## src/rtl/msix_pkg.sv

```systemverilog
package msix_pkg;
  localparam int ENTRY_BYTES = 16;
  localparam int MAX_VEC     = 2048;

  typedef enum logic [1:0] {
    W_ADDR_LO = 2'd0,
    W_ADDR_HI = 2'd1,
    W_DATA    = 2'd2,
    W_CTRL    = 2'd3
  } entry_word_e;
endpackage

```

## src/rtl/msix_vec_table.sv

```systemverilog
module msix_vec_table
  import msix_pkg::*;
#(
  parameter int NUM_VEC = 16,
  parameter int VW      = 5
) (
  input  logic               clk_i,
  input  logic               rst_ni,
  input  logic               wr_en_i,
  input  logic [VW-1:0]      wr_vec_i,
  input  entry_word_e        wr_word_i,
  input  logic [31:0]        wr_data_i,
  input  logic [VW-1:0]      rd_vec_i,
  input  entry_word_e        rd_word_i,
  output logic [31:0]        rd_data_o,
  input  logic [VW-1:0]      sel_vec_i,
  output logic [63:0]        sel_addr_o,
  output logic [31:0]        sel_data_o,
  output logic [NUM_VEC-1:0] mask_o
);
  logic [31:0] lo_q  [NUM_VEC];
  logic [31:0] hi_q  [NUM_VEC];
  logic [31:0] dat_q [NUM_VEC];
  logic [NUM_VEC-1:0] mask_q;

  always_ff @(posedge clk_i or negedge rst_ni) begin
    if (!rst_ni) begin
      for (int v = 0; v < NUM_VEC; v++) begin
        lo_q[v]  <= '0;
        hi_q[v]  <= '0;
        dat_q[v] <= '0;
      end
      mask_q <= '1;  // entries zeroed, then all masked
    end else if (wr_en_i) begin
      for (int v = 0; v < NUM_VEC; v++) begin
        if (wr_vec_i == VW'(v)) begin
          unique case (wr_word_i)
            W_ADDR_LO: lo_q[v]  <= wr_data_i;
            W_ADDR_HI: hi_q[v]  <= wr_data_i;
            W_DATA:    dat_q[v] <= wr_data_i;
            W_CTRL:    mask_q[v] <= wr_data_i[0];
          endcase
        end
      end
    end
  end

  always_comb begin
    rd_data_o  = '0;
    sel_addr_o = '0;
    sel_data_o = '0;
    for (int v = 0; v < NUM_VEC; v++) begin
      if (rd_vec_i == VW'(v)) begin
        unique case (rd_word_i)
          W_ADDR_LO: rd_data_o = lo_q[v];
          W_ADDR_HI: rd_data_o = hi_q[v];
          W_DATA:    rd_data_o = dat_q[v];
          W_CTRL:    rd_data_o = {31'b0, mask_q[v]};
        endcase
      end
      if (sel_vec_i == VW'(v)) begin
        sel_addr_o = {hi_q[v], lo_q[v]};
        sel_data_o = dat_q[v];
      end
    end
  end

  assign mask_o = mask_q;
endmodule

```

## src/rtl/msix_pend_ctrl.sv

```systemverilog
module msix_pend_ctrl #(
  parameter int NUM_VEC = 16,
  parameter int VW      = 5
) (
  input  logic               clk_i,
  input  logic               rst_ni,
  input  logic               irq_valid_i,
  input  logic [VW-1:0]      irq_vec_i,
  input  logic [NUM_VEC-1:0] used_i,
  input  logic [NUM_VEC-1:0] masked_i,
  output logic [VW-1:0]      sel_vec_o,
  input  logic [63:0]        sel_addr_i,
  input  logic [31:0]        sel_data_i,
  output logic [NUM_VEC-1:0] pend_o,
  output logic               msg_valid_o,
  input  logic               msg_ready_i,
  output logic [63:0]        msg_addr_o,
  output logic [31:0]        msg_data_o,
  output logic [VW-1:0]      msg_vec_o
);
  logic [NUM_VEC-1:0] pend_q, send_q, hit, take, live;
  logic [VW-1:0] pick;
  logic pick_vld, fire;

  assign live = send_q & ~masked_i & used_i;

  // lowest live index wins
  always_comb begin
    pick_vld = 1'b0;
    pick     = '0;
    for (int v = NUM_VEC - 1; v >= 0; v--) begin
      if (live[v]) begin
        pick_vld = 1'b1;
        pick     = VW'(v);
      end
    end
  end

  assign fire = pick_vld && (!msg_valid_o || msg_ready_i);

  always_comb begin
    for (int v = 0; v < NUM_VEC; v++) begin
      hit[v]  = irq_valid_i && (irq_vec_i == VW'(v));
      take[v] = fire && (pick == VW'(v));
    end
  end

  always_ff @(posedge clk_i or negedge rst_ni) begin
    if (!rst_ni) begin
      pend_q <= '0;
      send_q <= '0;
    end else begin
      for (int v = 0; v < NUM_VEC; v++) begin
        if (!used_i[v]) begin
          pend_q[v] <= 1'b0;
          send_q[v] <= 1'b0;
        end else if (masked_i[v]) begin
          pend_q[v] <= pend_q[v] | send_q[v] | hit[v];
          send_q[v] <= 1'b0;
        end else begin
          pend_q[v] <= 1'b0;
          send_q[v] <= (send_q[v] & ~take[v]) | pend_q[v] | hit[v];
        end
      end
    end
  end

  always_ff @(posedge clk_i or negedge rst_ni) begin
    if (!rst_ni) begin
      msg_valid_o <= 1'b0;
      msg_addr_o  <= '0;
      msg_data_o  <= '0;
      msg_vec_o   <= '0;
    end else if (fire) begin
      msg_valid_o <= 1'b1;
      msg_addr_o  <= sel_addr_i;
      msg_data_o  <= sel_data_i;
      msg_vec_o   <= pick;
    end else if (msg_ready_i) begin
      msg_valid_o <= 1'b0;
    end
  end

  assign sel_vec_o = pick;
  assign pend_o    = pend_q;
endmodule

```

## src/rtl/msix_vector_ctrl.sv

```systemverilog
module msix_vector_ctrl
  import msix_pkg::*;
#(
  parameter int NUM_VEC = 16,
  parameter int VW      = $clog2(NUM_VEC) + 1,
  parameter int AW      = VW + 4
) (
  input  logic               clk_i,
  input  logic               rst_ni,
  input  logic               msix_en_i,
  input  logic               func_mask_i,
  input  logic [NUM_VEC-1:0] vec_used_i,
  input  logic               irq_valid_i,
  input  logic [VW-1:0]      irq_vec_i,
  input  logic               reg_req_i,
  input  logic               reg_we_i,
  input  logic               reg_win_i,
  input  logic [AW-1:0]      reg_addr_i,
  input  logic [31:0]        reg_wdata_i,
  output logic [31:0]        reg_rdata_o,
  output logic [10:0]        tbl_size_o,
  output logic               msg_valid_o,
  input  logic               msg_ready_i,
  output logic [63:0]        msg_addr_o,
  output logic [31:0]        msg_data_o,
  output logic [VW-1:0]      msg_vec_o
);
  localparam int PBA_BITS  = ((NUM_VEC + 63) / 64) * 64;
  localparam int PBA_WORDS = PBA_BITS / 32;

  if (NUM_VEC < 1 || NUM_VEC > MAX_VEC) begin : g_bad_size
    $error("NUM_VEC out of range");
  end

  logic               func_masked;
  logic [NUM_VEC-1:0] ent_mask, masked, pend;
  logic [VW-1:0]      sel_vec;
  logic [63:0]        sel_addr;
  logic [31:0]        sel_data, tbl_word, pba_word;
  logic [PBA_BITS-1:0] pba_img;
  logic [VW-1:0]      acc_vec;
  entry_word_e        acc_word;
  logic               unused_addr_lsb;

  assign unused_addr_lsb = ^reg_addr_i[1:0];
  assign func_masked = !msix_en_i || func_mask_i;
  assign masked      = ent_mask | {NUM_VEC{func_masked}};
  assign acc_vec     = reg_addr_i[AW-1:4];
  assign acc_word    = entry_word_e'(reg_addr_i[3:2]);
  assign tbl_size_o  = 11'(NUM_VEC - 1);

  msix_vec_table #(.NUM_VEC(NUM_VEC), .VW(VW)) i_table (
    .clk_i     (clk_i),
    .rst_ni    (rst_ni),
    .wr_en_i   (reg_req_i && reg_we_i && !reg_win_i),
    .wr_vec_i  (acc_vec),
    .wr_word_i (acc_word),
    .wr_data_i (reg_wdata_i),
    .rd_vec_i  (acc_vec),
    .rd_word_i (acc_word),
    .rd_data_o (tbl_word),
    .sel_vec_i (sel_vec),
    .sel_addr_o(sel_addr),
    .sel_data_o(sel_data),
    .mask_o    (ent_mask)
  );

  msix_pend_ctrl #(.NUM_VEC(NUM_VEC), .VW(VW)) i_pend (
    .clk_i      (clk_i),
    .rst_ni     (rst_ni),
    .irq_valid_i(irq_valid_i),
    .irq_vec_i  (irq_vec_i),
    .used_i     (vec_used_i),
    .masked_i   (masked),
    .sel_vec_o  (sel_vec),
    .sel_addr_i (sel_addr),
    .sel_data_i (sel_data),
    .pend_o     (pend),
    .msg_valid_o(msg_valid_o),
    .msg_ready_i(msg_ready_i),
    .msg_addr_o (msg_addr_o),
    .msg_data_o (msg_data_o),
    .msg_vec_o  (msg_vec_o)
  );

  assign pba_img = PBA_BITS'(pend);

  always_comb begin
    pba_word = '0;
    for (int w = 0; w < PBA_WORDS; w++) begin
      if (reg_addr_i[AW-1:2] == (AW-2)'(w)) pba_word = pba_img[w*32 +: 32];
    end
  end

  // pending window is read-only: writes never reach storage
  always_ff @(posedge clk_i or negedge rst_ni) begin
    if (!rst_ni)                      reg_rdata_o <= '0;
    else if (reg_req_i && !reg_we_i)  reg_rdata_o <= reg_win_i ? pba_word : tbl_word;
  end
endmodule

```

## config.mk

```make
export PLATFORM = sky130hd
export DESIGN_NAME = msix_vector_ctrl
export DESIGN_NICKNAME = d
export VERILOG_FILES = /design/src/rtl/msix_pkg.sv /design/src/rtl/msix_vec_table.sv /design/src/rtl/msix_pend_ctrl.sv /design/src/rtl/msix_vector_ctrl.sv
export SDC_FILE = /design/constraint.sdc
export NUM_CORES = 2
export LEC_CHECK = 0
export BUFFER_PORTS_ARGS = -buffer_cell sky130_fd_sc_hd__buf_2
export CORE_AREA = 3 3 409 411
export DETAILED_ROUTE_END_ITERATION = 16
export DIE_AREA = 0 0 412 414
export PLACE_DENSITY_LB_ADDON = 0.08
export SYNTH_ARGS = -nofsm -noshare
export SYNTH_HDL_FRONTEND = slang
export SYNTH_SLANG_ARGS = --single-unit
```

## constraint.sdc

```tcl
create_clock -name clk_i -period 5.3 [get_ports clk_i]
set_input_delay 0.53 -clock clk_i [delete_from_list [all_inputs] [get_ports clk_i]]
set_output_delay 0.53 -clock clk_i [all_outputs]
set_load 0.03 [all_outputs]
```

==> impl_results.md <==
- Maximum clock path buffer count: 3
- Die Y: 414 µm
- Die Wd: 412 µm
- Sequential cell area: 0.0430 mm²
- Period Utilization, post-route: 93.1%
- Vias in the first global route: 73500
- Rows: 149
- Fmax: 0.203 GHz
- Gate power share: 8.6%
- Worst-path fanout max: 32
- Crit path cell chain: nand4bb_1 > o22ai_1 > o21bai_1 > o311ai_4 > and4_4 > buf_12 > a221oi_1 > o2111ai_1 > buf_4 > a221oi_1 > o21ai_0
- Worst vdd ir: 0.000351 V
- Initial antenna violation count: 41
- Tot Pwr: 29800 µW
- CP max-delay cell: a221oi_1
- DRC: 0
- Die ar.: 0.171 mm²
- Synthesized area: 0.0900 mm²
- DR WL/cell: 38.5 µm
- Library cells used by synthesis: 91
- Fillers: 13700
- Ys flop type: dfrtp_1
- Max-cap violations: 2
- First-pass GRT wire length: 579000 µm
- CTS tree: yes
- RSZ-0062 raised after global routing: false
- Grt ovf: 0
- Final #Nets: 8476
- Most frequent cells after synthesis: dfrtp_1, mux2_2, a21oi_1
- Least-Margin Pin Slew: 1570 ps
- CP arrival: 5620 ps
- Critical path type: reg -> reg
- Reg2Reg Depth: 11
- DRT Wirelength: 414000 µm
- Final setup fails: 0
- Post-synth EDFFs: 0
- Post-CTS Repair Setup Buffers: 0
- Num CTS Buffers: 187
- WP buf/inv: 2
- Antenna Nets Post-Route: 0
- Syn avg cell area: 10.8 µm²
- CP Launch Type: flop
- Worst Hold Depth: 4
- Status: complete, but fails checks
- Post-synth ARST share: 100%
- Clock power frac: 44.5%
- Via count: 78300
- I/O Buffers: 201
- Top post-synthesis cells by area: dfrtp_1, mux2_2, mux2i_1, a21oi_1, nor2_1
- RePlAce Congestion: 1.00
- Final Slew Violations: 3
- Sw Ratio: 26.5%
- Multi-input gate area: 0.0443 mm²
- Largest net degree at the start of global routing: 172
- Yosys reg bits: 1717
- Clock sinks: 1717
- PwrDens: 291 mW/mm²
- Switching power: 7910 µW
- Initial Utilization: 54.8%
- Failing checks: capacitance limit, slew limit
- Crit path depth: 11
- Ports: 216
- YS warnings: 0
- Vias per cell: 7.26
- Iteration-0 DRC Markers: 12900
- Post-synthesis sequential area ratio: 47.7%
- Worst Setup SP: i_table.mask_o[6]
- Endpoints failing hold: 0
- Reg power frac: 47.0%
- Core area: 0.164 mm²
- Worst Setup End Kind: flop
- Post-synthesis cell count: 8311
- Tmin final: 4930 ps
- DR pass1 iterations: 10
- Int Pwr: 21900 µW
- Global Route Usage Sum: 47.5%
- Hold Path Class: in -> reg
- CP peak stage delay: 810 ps
- Post-Route Setup TNS: 0 ps
- Cell mode on critical path: a221oi_1
- Yosys top cell area share: 47.3%
- H-tree levels: 4
- PostCTS Resize Cnt: 0
- DPL Wire Length: 279000 µm
- Area leader, netlist: dfrtp_1
- Worst R2R End: i_pend.msg_data_o[28]
- Layout cell share with drive strength beyond 1: 32.0%
- Clock slew at reported path FFs: 60 ps
- Most frequent cell after synthesis: dfrtp_1
- Rel. slew slack: -5.95%
- Area grow syn2layout: 13.6%
- LEAKAGE: 0.0478 µW
- CP Capture Point: i_pend.msg_data_o[28]
- Reg-to-reg critical path startpoint: i_table.mask_o[6]
- R2r setup slk: 370 ps
- Delay-heaviest family, CP: compound AO/OA/AOI/OAI gates
- Worst-Skew Late Latency: 860 ps
- Root buffer cell: clkbuf_16
- Clk_skew: 31.2 ps
- CP required: 5990 ps
[flip-flops by register name, summed over array words and instances, names as in the netlist]
signal	flops
i_table.mask_o	16
reg_rdata_o	32
i_pend.msg_valid_o	1
i_pend.msg_addr_o	64
i_pend.msg_data_o	32
i_pend.msg_vec_o	4
i_pend.pend_o	16
i_table.lo_q	512
i_table.dat_q	512
i_table.hi_q	512
i_pend.send_q	16
[power groups by stage]
stage                     clock (µW)  sequential (µW)  combinational, µW
after global routing           13800            14000               2680
after floorplan                    0            14300               1140
after CTS                      13300            14000               2480
final                          13300            14000               2560
after global placement             0            14200               2430
after detailed placement           0            14200               2470
[layout make-up]
type | count | share of cell area (%)
Multi-Input combinational cell | 5759 | 43.3
Sequential cell | 1717 | 42.0
Timing Repair Buffer | 726 | 5.97
Clock buffer | 302 | 5.47
Tap cell | 2189 | 2.68
Clock inverter | 41 | 0.489
Antenna cell | 26 | 0.0636
Inverter | 14 | 0.0514
[worst min-delay path, cell delays in order]
cell and delay [ps]:
buf_2 110, nor2b_1 110, nand2_1 90, a211oi_1 40
[placed cells by master, fill, tap and decap left out, types with 61 or more instances in the layout]
cell type,n
buf_4,421
a211oi_1,78
mux2_2,1562
nand3_1,112
nor3_1,79
dfrtp_1,1701
a21oi_1,661
nor2_1,595
a222oi_1,61
mux2i_1,535
a22oi_1,84
o22ai_1,254
nand2_1,468
buf_12,87
a31oi_1,69
clkbuf_1,69
clkbuf_16,189
a221oi_1,126
buf_2,198
o21ai_0,351
[metal layers]
metal  global-route usage [%]  up-vias  routed length (µm)
li1                         -    31100                   -
met1                     65.7    39800              161000
met2                     62.4     5999              163000
met3                     21.5     1304               65100
met4                     23.3       32               24900
met5                    0.876        -                 411
[repair_timing]
item                       CTS  global route
setup endpoints to repair    0             0
hold buffers                17             0
hold endpoints to repair   106             0
[worst min-delay path by stage]
| stage | start | to |
|---|---|---|
| after floorplan | rst_ni | i_pend.msg_addr_o[0] |
| after global placement | reg_rdata_o[16] | reg_rdata_o[16] |
| after detailed placement | reg_rdata_o[16] | reg_rdata_o[16] |
| after CTS | func_mask_i | i_pend.send_q[3] |
| after global routing | func_mask_i | i_pend.send_q[3] |
| final | func_mask_i | i_pend.send_q[3] |
[per-stage QoR]
step / instance area (µm²) / setup slack [ps] / util, % / hold WS, ps / cells
after global placement: 96000 / 244 / 58.4 / 445 / 10400
final: 102000 / 365 / 62.2 / 74.6 / 10800
after global routing: 102000 / 335 / 62.2 / 79.2 / 10800
after floorplan: 90100 / 2070 / - / 234 / 8321
after CTS: 102000 / 741 / 62.2 / 27.0 / 10700
after detailed placement: 96000 / 323 / 58.4 / 451 / 10400
[cells by family (layout without fill, tap and decap cells)]
group,Yosys count,count (layout),share of synthesized area (%)
mux,2111,2111,25.8
compound gates,2067,2067,14.8
flops,1717,1717,47.7
simple gates,1569,1569,7.76
buf+inv,845,1083,3.84
other cells,2,38,0.00834
Note: power is estimated with default switching activity, not from simulation.
